`config.mk`:
```
export PLATFORM = sky130hd
export DESIGN_NAME = sc_char_link
export DESIGN_NICKNAME = d
export VERILOG_FILES = /design/src/rtl/sc_link_pkg.sv /design/src/rtl/sc_frame_enc.sv /design/src/rtl/sc_frame_dec.sv /design/src/rtl/sc_limit_counter.sv /design/src/rtl/sc_char_link.sv
export SDC_FILE = /design/constraint.sdc
export NUM_CORES = 1
export LEC_CHECK = 0
export ABC_CLOCK_PERIOD_IN_PS = 2660
export BUFFER_PORTS_ARGS = -buffer_cell sky130_fd_sc_hd__buf_4
export CAP_MARGIN = 0
export CORE_MARGIN = 1
export CORE_UTILIZATION = 50
export DETAILED_ROUTE_END_ITERATION = 8
export HOLD_SLACK_MARGIN = 0.08
export PLACE_DENSITY = 0.7
export SYNTH_ARGS = -nofsm -noshare
export SYNTH_HDL_FRONTEND = slang
export SYNTH_SLANG_ARGS = --single-unit
```
`constraint.sdc`:
```
create_clock -name clk -period 2.66 [get_ports clk]
set_clock_uncertainty 0.1 [all_clocks]
set_input_delay 0.399 -clock clk [delete_from_list [all_inputs] [get_ports clk]]
set_output_delay 0.399 -clock clk [all_outputs]
set_load 0.02 [all_outputs]
```
`src/rtl/sc_link_pkg.sv`:
```
// Shared constants and the state type for the smart-card character link.
// Assumes a character of 8 data bits framed by one start and one parity bit.
package sc_link_pkg;
    localparam int DATA_W  = 8;
    localparam int FRAME_W = DATA_W + 2;
    localparam int IDX_W   = $clog2(FRAME_W);

    typedef enum logic [2:0] {
        ST_IDLE,
        ST_TX_BITS,
        ST_TX_GUARD,
        ST_RX_BITS,
        ST_RX_GUARD
    } link_state_e;
endpackage

```
`src/rtl/sc_frame_enc.sv`:
```
// Maps a byte to the line levels of one character frame (start, data, parity).
// Assumes even parity; the inverse convention complements levels and reverses order.
module sc_frame_enc
    import sc_link_pkg::*;
(
    input  logic [DATA_W-1:0]  data_i,
    input  logic               inverse_i,
    output logic [FRAME_W-1:0] frame_o
);
    logic par_logical;

    assign par_logical = ^data_i;
    assign frame_o[0]  = 1'b0;
    assign frame_o[FRAME_W-1] = inverse_i ? ~par_logical : par_logical;

    // One mapping per data slot; the convention picks order and polarity.
    for (genvar g = 0; g < DATA_W; g++) begin : g_slot
        assign frame_o[g+1] = inverse_i ? ~data_i[DATA_W-1-g] : data_i[g];
    end
endmodule

```
`src/rtl/sc_frame_dec.sv`:
```
// Recovers a byte and its parity status from captured line levels.
// Assumes the start bit has already been stripped by the caller.
module sc_frame_dec
    import sc_link_pkg::*;
(
    input  logic [FRAME_W-1:1] frame_i,
    input  logic               inverse_i,
    output logic [DATA_W-1:0]  data_o,
    output logic               par_ok_o
);
    logic par_logical;

    assign par_logical = inverse_i ? ~frame_i[FRAME_W-1] : frame_i[FRAME_W-1];
    assign par_ok_o    = ((^data_o) == par_logical);

    // Inverse of the encoder mapping, slot by slot.
    for (genvar g = 0; g < DATA_W; g++) begin : g_slot
        assign data_o[g] = inverse_i ? ~frame_i[DATA_W-g] : frame_i[g+1];
    end
endmodule

```
`src/rtl/sc_limit_counter.sv`:
```
// Small attempt counter with synchronous clear (priority) and increment.
// Assumes the caller stops incrementing at its limit.
module sc_limit_counter #(
    parameter int W = 3
) (
    input  logic         clk,
    input  logic         rst_n,
    input  logic         clr_i,
    input  logic         inc_i,
    output logic [W-1:0] count_o
);
    // Count attempts; clear wins over increment.
    always_ff @(posedge clk) begin
        if (!rst_n)     count_o <= '0;
        else if (clr_i) count_o <= '0;
        else if (inc_i) count_o <= count_o + 1'b1;
    end
endmodule

```
`src/rtl/sc_char_link.sv`:
```
// Half-duplex T=0 character engine on one open-drain line.
// Sends with error-signal detection and retransmission, receives with parity
// check and repeat requests. Assumes line_in is synchronised to clk and
// ETU_CLKS >= 4.
module sc_char_link
    import sc_link_pkg::*;
#(
    parameter int ETU_CLKS = 16,
    parameter int REP_W    = 3
) (
    input  logic              clk,
    input  logic              rst_n,
    input  logic              cfg_inverse,
    input  logic [REP_W-1:0]  cfg_max_rep,
    input  logic [REP_W-1:0]  cfg_max_iter,
    input  logic              err_clr,
    input  logic              tx_start,
    input  logic [DATA_W-1:0] tx_data,
    output logic              busy,
    output logic              tx_done,
    output logic              tx_fail,
    output logic [REP_W-1:0]  err_count,
    output logic              rx_valid,
    output logic              rx_perr,
    output logic [DATA_W-1:0] rx_data,
    output logic              err_sticky,
    input  logic              line_in,
    output logic              line_drive_low
);
    localparam int TMR_W = $clog2(2 * ETU_CLKS);
    localparam logic [TMR_W-1:0] T_ETU_LAST   = TMR_W'(ETU_CLKS - 1);
    localparam logic [TMR_W-1:0] T_HALF       = TMR_W'(ETU_CLKS / 2);
    localparam logic [TMR_W-1:0] T_NACK_END   = TMR_W'(ETU_CLKS / 2 + ETU_CLKS);
    localparam logic [TMR_W-1:0] T_GUARD_LAST = TMR_W'(2 * ETU_CLKS - 1);
    localparam logic [IDX_W-1:0] IDX_LAST     = IDX_W'(FRAME_W - 1);

    link_state_e        state;
    logic [TMR_W-1:0]   tmr;
    logic [IDX_W-1:0]   bit_idx;
    logic [FRAME_W-1:0] tx_frame;
    logic [FRAME_W-1:0] enc_frame;
    logic [FRAME_W-1:1] rx_frame;
    logic [DATA_W-1:0]  dec_data;
    logic               dec_par_ok;
    logic               nack_seen;
    logic [REP_W-1:0]   iter_count;
    logic               rep_at_limit, iter_at_limit;
    logic               rep_clr, rep_inc, iter_clr, iter_inc;
    logic               etu_end, guard_end, rx_nack_req;

    sc_frame_enc u_enc (
        .data_i    (tx_data),
        .inverse_i (cfg_inverse),
        .frame_o   (enc_frame)
    );

    sc_frame_dec u_dec (
        .frame_i   (rx_frame),
        .inverse_i (cfg_inverse),
        .data_o    (dec_data),
        .par_ok_o  (dec_par_ok)
    );

    sc_limit_counter #(.W(REP_W)) u_rep_cnt (
        .clk     (clk),
        .rst_n   (rst_n),
        .clr_i   (rep_clr),
        .inc_i   (rep_inc),
        .count_o (err_count)
    );

    sc_limit_counter #(.W(REP_W)) u_iter_cnt (
        .clk     (clk),
        .rst_n   (rst_n),
        .clr_i   (iter_clr),
        .inc_i   (iter_inc),
        .count_o (iter_count)
    );

    // Timing points and counter controls derived from the current state.
    always_comb begin
        etu_end       = (tmr == T_ETU_LAST);
        guard_end     = (tmr == T_GUARD_LAST);
        rep_at_limit  = (err_count >= cfg_max_rep);
        iter_at_limit = (iter_count >= cfg_max_iter);
        rx_nack_req   = !dec_par_ok && !iter_at_limit;
        rep_clr  = (state == ST_IDLE) && tx_start;
        rep_inc  = (state == ST_TX_GUARD) && guard_end && nack_seen && !rep_at_limit;
        iter_clr = (state == ST_RX_GUARD) && guard_end && !rx_nack_req;
        iter_inc = (state == ST_RX_GUARD) && guard_end && rx_nack_req;
    end

    // Line pull-down: frame bits while sending, error signal while receiving.
    always_comb begin
        line_drive_low = 1'b0;
        if (state == ST_TX_BITS)
            line_drive_low = ~tx_frame[bit_idx];
        else if (state == ST_RX_GUARD && rx_nack_req && tmr >= T_HALF && tmr < T_NACK_END)
            line_drive_low = 1'b1;
    end

    assign busy = (state != ST_IDLE);

    // Character sequencer: bit timing, guard handling, retries and events.
    always_ff @(posedge clk) begin
        if (!rst_n) begin
            state     <= ST_IDLE;
            tmr       <= '0;
            bit_idx   <= '0;
            tx_frame  <= '0;
            rx_frame  <= '0;
            nack_seen <= 1'b0;
            tx_done   <= 1'b0;
            tx_fail   <= 1'b0;
            rx_valid  <= 1'b0;
            rx_perr   <= 1'b0;
            rx_data   <= '0;
        end else begin
            tx_done  <= 1'b0;
            tx_fail  <= 1'b0;
            rx_valid <= 1'b0;
            rx_perr  <= 1'b0;
            case (state)
                ST_IDLE: begin
                    bit_idx   <= '0;
                    nack_seen <= 1'b0;
                    if (tx_start) begin
                        tx_frame <= enc_frame;
                        tmr      <= '0;
                        state    <= ST_TX_BITS;
                    end else if (!line_in) begin
                        tmr   <= TMR_W'(1);
                        state <= ST_RX_BITS;
                    end else begin
                        tmr <= '0;
                    end
                end
                ST_TX_BITS: begin
                    if (etu_end) begin
                        tmr <= '0;
                        if (bit_idx == IDX_LAST) begin
                            bit_idx   <= '0;
                            nack_seen <= 1'b0;
                            state     <= ST_TX_GUARD;
                        end else begin
                            bit_idx <= bit_idx + 1'b1;
                        end
                    end else begin
                        tmr <= tmr + 1'b1;
                    end
                end
                ST_TX_GUARD: begin
                    tmr <= tmr + 1'b1;
                    if (tmr == T_ETU_LAST) nack_seen <= !line_in;
                    if (guard_end) begin
                        tmr <= '0;
                        if (!nack_seen) begin
                            tx_done <= 1'b1;
                            state   <= ST_IDLE;
                        end else if (rep_at_limit) begin
                            tx_fail <= 1'b1;
                            state   <= ST_IDLE;
                        end else begin
                            state <= ST_TX_BITS;
                        end
                    end
                end
                ST_RX_BITS: begin
                    if (tmr == T_HALF && bit_idx == '0 && line_in) begin
                        tmr   <= '0;
                        state <= ST_IDLE;
                    end else begin
                        if (tmr == T_HALF && bit_idx != '0) rx_frame[bit_idx] <= line_in;
                        if (etu_end) begin
                            tmr <= '0;
                            if (bit_idx == IDX_LAST) begin
                                bit_idx <= '0;
                                state   <= ST_RX_GUARD;
                            end else begin
                                bit_idx <= bit_idx + 1'b1;
                            end
                        end else begin
                            tmr <= tmr + 1'b1;
                        end
                    end
                end
                ST_RX_GUARD: begin
                    tmr <= tmr + 1'b1;
                    if (guard_end) begin
                        tmr   <= '0;
                        state <= ST_IDLE;
                        if (dec_par_ok) begin
                            rx_valid <= 1'b1;
                            rx_data  <= dec_data;
                        end else if (iter_at_limit) begin
                            rx_perr <= 1'b1;
                            rx_data <= dec_data;
                        end
                    end
                end
                default: state <= ST_IDLE;
            endcase
        end
    end

    // Sticky error: set by an exhausted limit, cleared on request.
    always_ff @(posedge clk) begin
        if (!rst_n)                 err_sticky <= 1'b0;
        else if (tx_fail || rx_perr) err_sticky <= 1'b1;
        else if (err_clr)           err_sticky <= 1'b0;
    end
endmodule

```
==> key figures <==
Power and ir drop
  – Leakage: 1.46 nW
  – Cell Pwr Density: 513 mW/mm2
  – Maximum vdd drop: 0.298 mV

Synth
  – Mapped Area: 0.00304 mm2
  – Synth Area in Simple Gates: 22.1%
  – Top FF cell, synth: dfxtp_1
  – Area share of fa/ha/maj cells after synthesis: 5.35%
  – Post-synth EDFFs: 0
  – Synth Area in XOR/XNOR: 7.44%
  – Largest family of logic cells by synthesized area: simple AND/OR/NAND/NOR gates
  – Post-synth net total: 405
  – Share of the synthesized area in the top cell type: 32.9%
  – Yosys reg bits: 50
  – Warnings from Yosys: 0
  – Syn Area/Cell: 8.18 um2
  – Synth top area cells: dfxtp_1, mux2i_1, nor2_1
  – Multiplexer share of the synthesized area: 7.36%
  – Async SR Flop Fraction: 0%
  – Seq/Total Area, Yosys: 32.9%
  – Post-synthesis cell count: 372
  – Post-synth top area cell: dfxtp_1
  – Yosys cell types: 53
  – Synth Area in Compound Gates: 18.7%

Worst setup path
  – CP peak stage delay: 0.37 ns
  – CP required: 2.16 ns
  – CP Capture Type: output port
  – Critical path type: reg -> out
  – Worst path top cell family by delay: compound AO/OA/AOI/OAI gates
  – Crit path cell chain: inv_1, ha_1, nand2b_1, a21o_1, a21oi_2, nand2_1, o22ai_1, buf_4
  – Crit path max-delay cell type: dfxtp_1
  – CP Launch Type: flop
  – Arrival time worst endpoint: 1.99 ns
  – Buf+Inv Stages, Crit Path: 2
  – Worst-path fanout max: 3

Placed design
  – Routability cong.: 0.835
  – Placed inst area: 0.00340 mm2
  – Port Buffers: 37
  – DP HPWL: 4770 um

Floorplan
  – DIE HEIGHT: 80.0 um
  – Initial core utilization: 51.7%
  – Die ar.: 0.00640 mm2
  – Chip width: 80.0 um
  – Core area: 0.00589 mm2
  – Site Rows: 28
  – IO Pins: 38

Clock tree
  – CTS Root Cell: clkbuf_8
  – Clk slew on worst S/H paths: 0.09 ns
  – CTS max path bufs: 2
  – CTS Buf Count: 5
  – Hold-fix buffers, CTS: 0
  – Clock Sinks: 50
  – H-tree levels: 2
  – CTS tree: yes
  – Clk Latency, worst-skew pair: 0.30 ns

Cells and area
  – Seq. cell area: 0.00100 mm2
  – Area grow syn2layout: 16.5%
  – Fillers: 562
  – Final nets: 437
  – Antenna diodes: 0
  – Final Instance Area: 0.00355 mm2
  – Layout cell share with drive strength beyond 1: 16.5%
  – Multi-input gate area: 0.00186 mm2

GRT
  – GR Overflow Total: 0
  – GRT Util Overall: 21.5%
  – First-pass GRT wire length: 10,800 um
  – Vias in the first global route: 2,357
  – Largest net degree at the start of global routing: 31
  – Initial antenna violation count: 0

Detailed routing
  – Met1 wire length: 3200 um
  – DRC violations left: 0
  – Initial DRT Pass Iterations: 6
  – WL met3: 197 um
  – DR vias/cell: 5.57
  – Max Used Layer: met4
  – DR vias: 2,675
  – DR iter-0 viols: 118
  – Routed Antenna Nets: 0
  – Drt wl/cell: 13.8 um
  – Total Routed Length: 6610 um
  – Detail Route met2 WL: 3070 um

STA
  – Fin crit period: 2.49 ns
  – Period utilization: 93.6%
  – Max Fclk: 0.402 GHz
  – Fin Setup TNS: 0 ns
  – Worst-Margin Slew: 0.654 ns
  – Final hold violation count: 0
  – Endpoints failing setup: 0
  – RSZ-0062 raised after global routing: false
  – Rel. slew slack: 56.3%
  – Fin. max-slew vios: 0

Status
  – Status: completed

Min path
  – Hold Crit Class: in -> reg

Job
  – Max Cap Viol: 0
-- cell families (layout without fill, tap and decap cells) --
group / after synthesis / in the layout
buf+inv: 48 / 81
mux: 21 / 21
compound gates: 86 / 86
xor+xnor: 25 / 25
flops: 50 / 50
simple gates: 129 / 129
fa+ha+maj: 13 / 13
-- flip-flops by register name (all words and copies together), names as in the netlist, 3 cells and up --
signal              cells
bit_idx                 4
rx_frame                9
tmr                     5
u_iter_cnt.count_o      3
rx_data                 8
state                   3
tx_frame                9
u_rep_cnt.count_o       3
-- power by group --
group	total, W	internal [W]	switching [W]
registers	0.000826	0.000778	0.0000476
logic	0.000334	0.000148	0.000186
clock network	0.000660	0.000401	0.000258
total	0.00182	0.00133	0.000492
-- repair_timing --
item,CTS,global route
setup endpoints to repair,0,1
setup buffers,0,0
endpoints found under the hold margin,0,0
resized for setup,0,1
-- through the flow --
step	hold WS (ns)	utilization (%)	power, W	worst slack [ns]	std cells
floorplan	0.321	-	0.00107	0.0791	372
global placement	0.340	57.8	0.00117	0.384	472
detailed placement	0.345	57.8	0.00117	0.291	472
CTS	0.250	60.2	0.00183	0.139	480
global route	0.241	60.2	0.00191	0.0212	480
finish	0.252	60.2	0.00182	0.171	480
-- area by class of cell --
cell class,instances,area share (%)
Clock buffer,6,2.33
Clock inverter,2,1.69
Inverter,26,2.75
Multi-Input combinational cell,274,52.4
Sequential cell,50,28.2
Tap cell,75,2.65
Timing Repair Buffer,47,9.95
-- worst paths after layout --
kind / cells after the start / slack (ns) / endpoint / startpoint
worst min register to register: 2 / 0.36 / tx_frame[9] / tx_frame[9]
worst max register to register: 9 / 0.30 / u_rep_cnt.count_o[2] / tmr[0]
worst min-delay path: 3 / 0.25 / err_sticky / err_clr
worst max-delay path: 8 / 0.17 / line_drive_low / u_iter_cnt.count_o[0]
-- layer usage --
metal / vias up / GRT usage (%)
met5: - / 0
met1: 1235 / 27.9
met3: 14 / 3.43
met2: 45 / 36.0
met4: 0 / 7.50
li1: 1381 / -
-- cells in the mapped netlist, types with 2 or more instances --
| cell type | n |
|---|---|
| o21ai_0 | 11 |
| nor3_1 | 8 |
| nand4_1 | 6 |
| and3_1 | 3 |
| a21o_1 | 5 |
| nor2_1 | 48 |
| o2111ai_1 | 4 |
| buf_2 | 3 |
| xor2_1 | 10 |
| a31oi_1 | 5 |
| inv_1 | 25 |
| ha_1 | 13 |
| a22oi_1 | 2 |
| nand3_1 | 9 |
| xnor2_1 | 14 |
| nor2b_1 | 2 |
| nor3b_1 | 4 |
| nand2b_1 | 7 |
| a211oi_1 | 18 |
| mux2i_1 | 19 |
| o211ai_1 | 6 |
| nand2_1 | 24 |
| a21oi_1 | 25 |
| dfxtp_1 | 50 |
| clkbuf_1 | 17 |
| or3_1 | 6 |
| nand3b_1 | 2 |
-- layout by cell type, fill, tap and decap left out, drive strengths merged, types with 9 or more instances in the layout --
master and instances:
buf 47, xnor2 15, ha 13, a21oi 25, dfxtp 50, o21ai 11
inv 25, a211oi 19, nor2 48, mux2i 19, nand2 24, nand3 9
xor2 10
-- worst register-to-register path, stage by stage (launching register included) --
cell and delay (ns):
dfxtp_1 0.42, ha_1 0.20, and3_1 0.21, ha_1 0.18, nor4bb_1 0.36, nand2_1 0.11, a211oi_2 0.36, nand2_1 0.11
xor2_1 0.15, nor2_1 0.05
(Power assumes the default switching activity.)
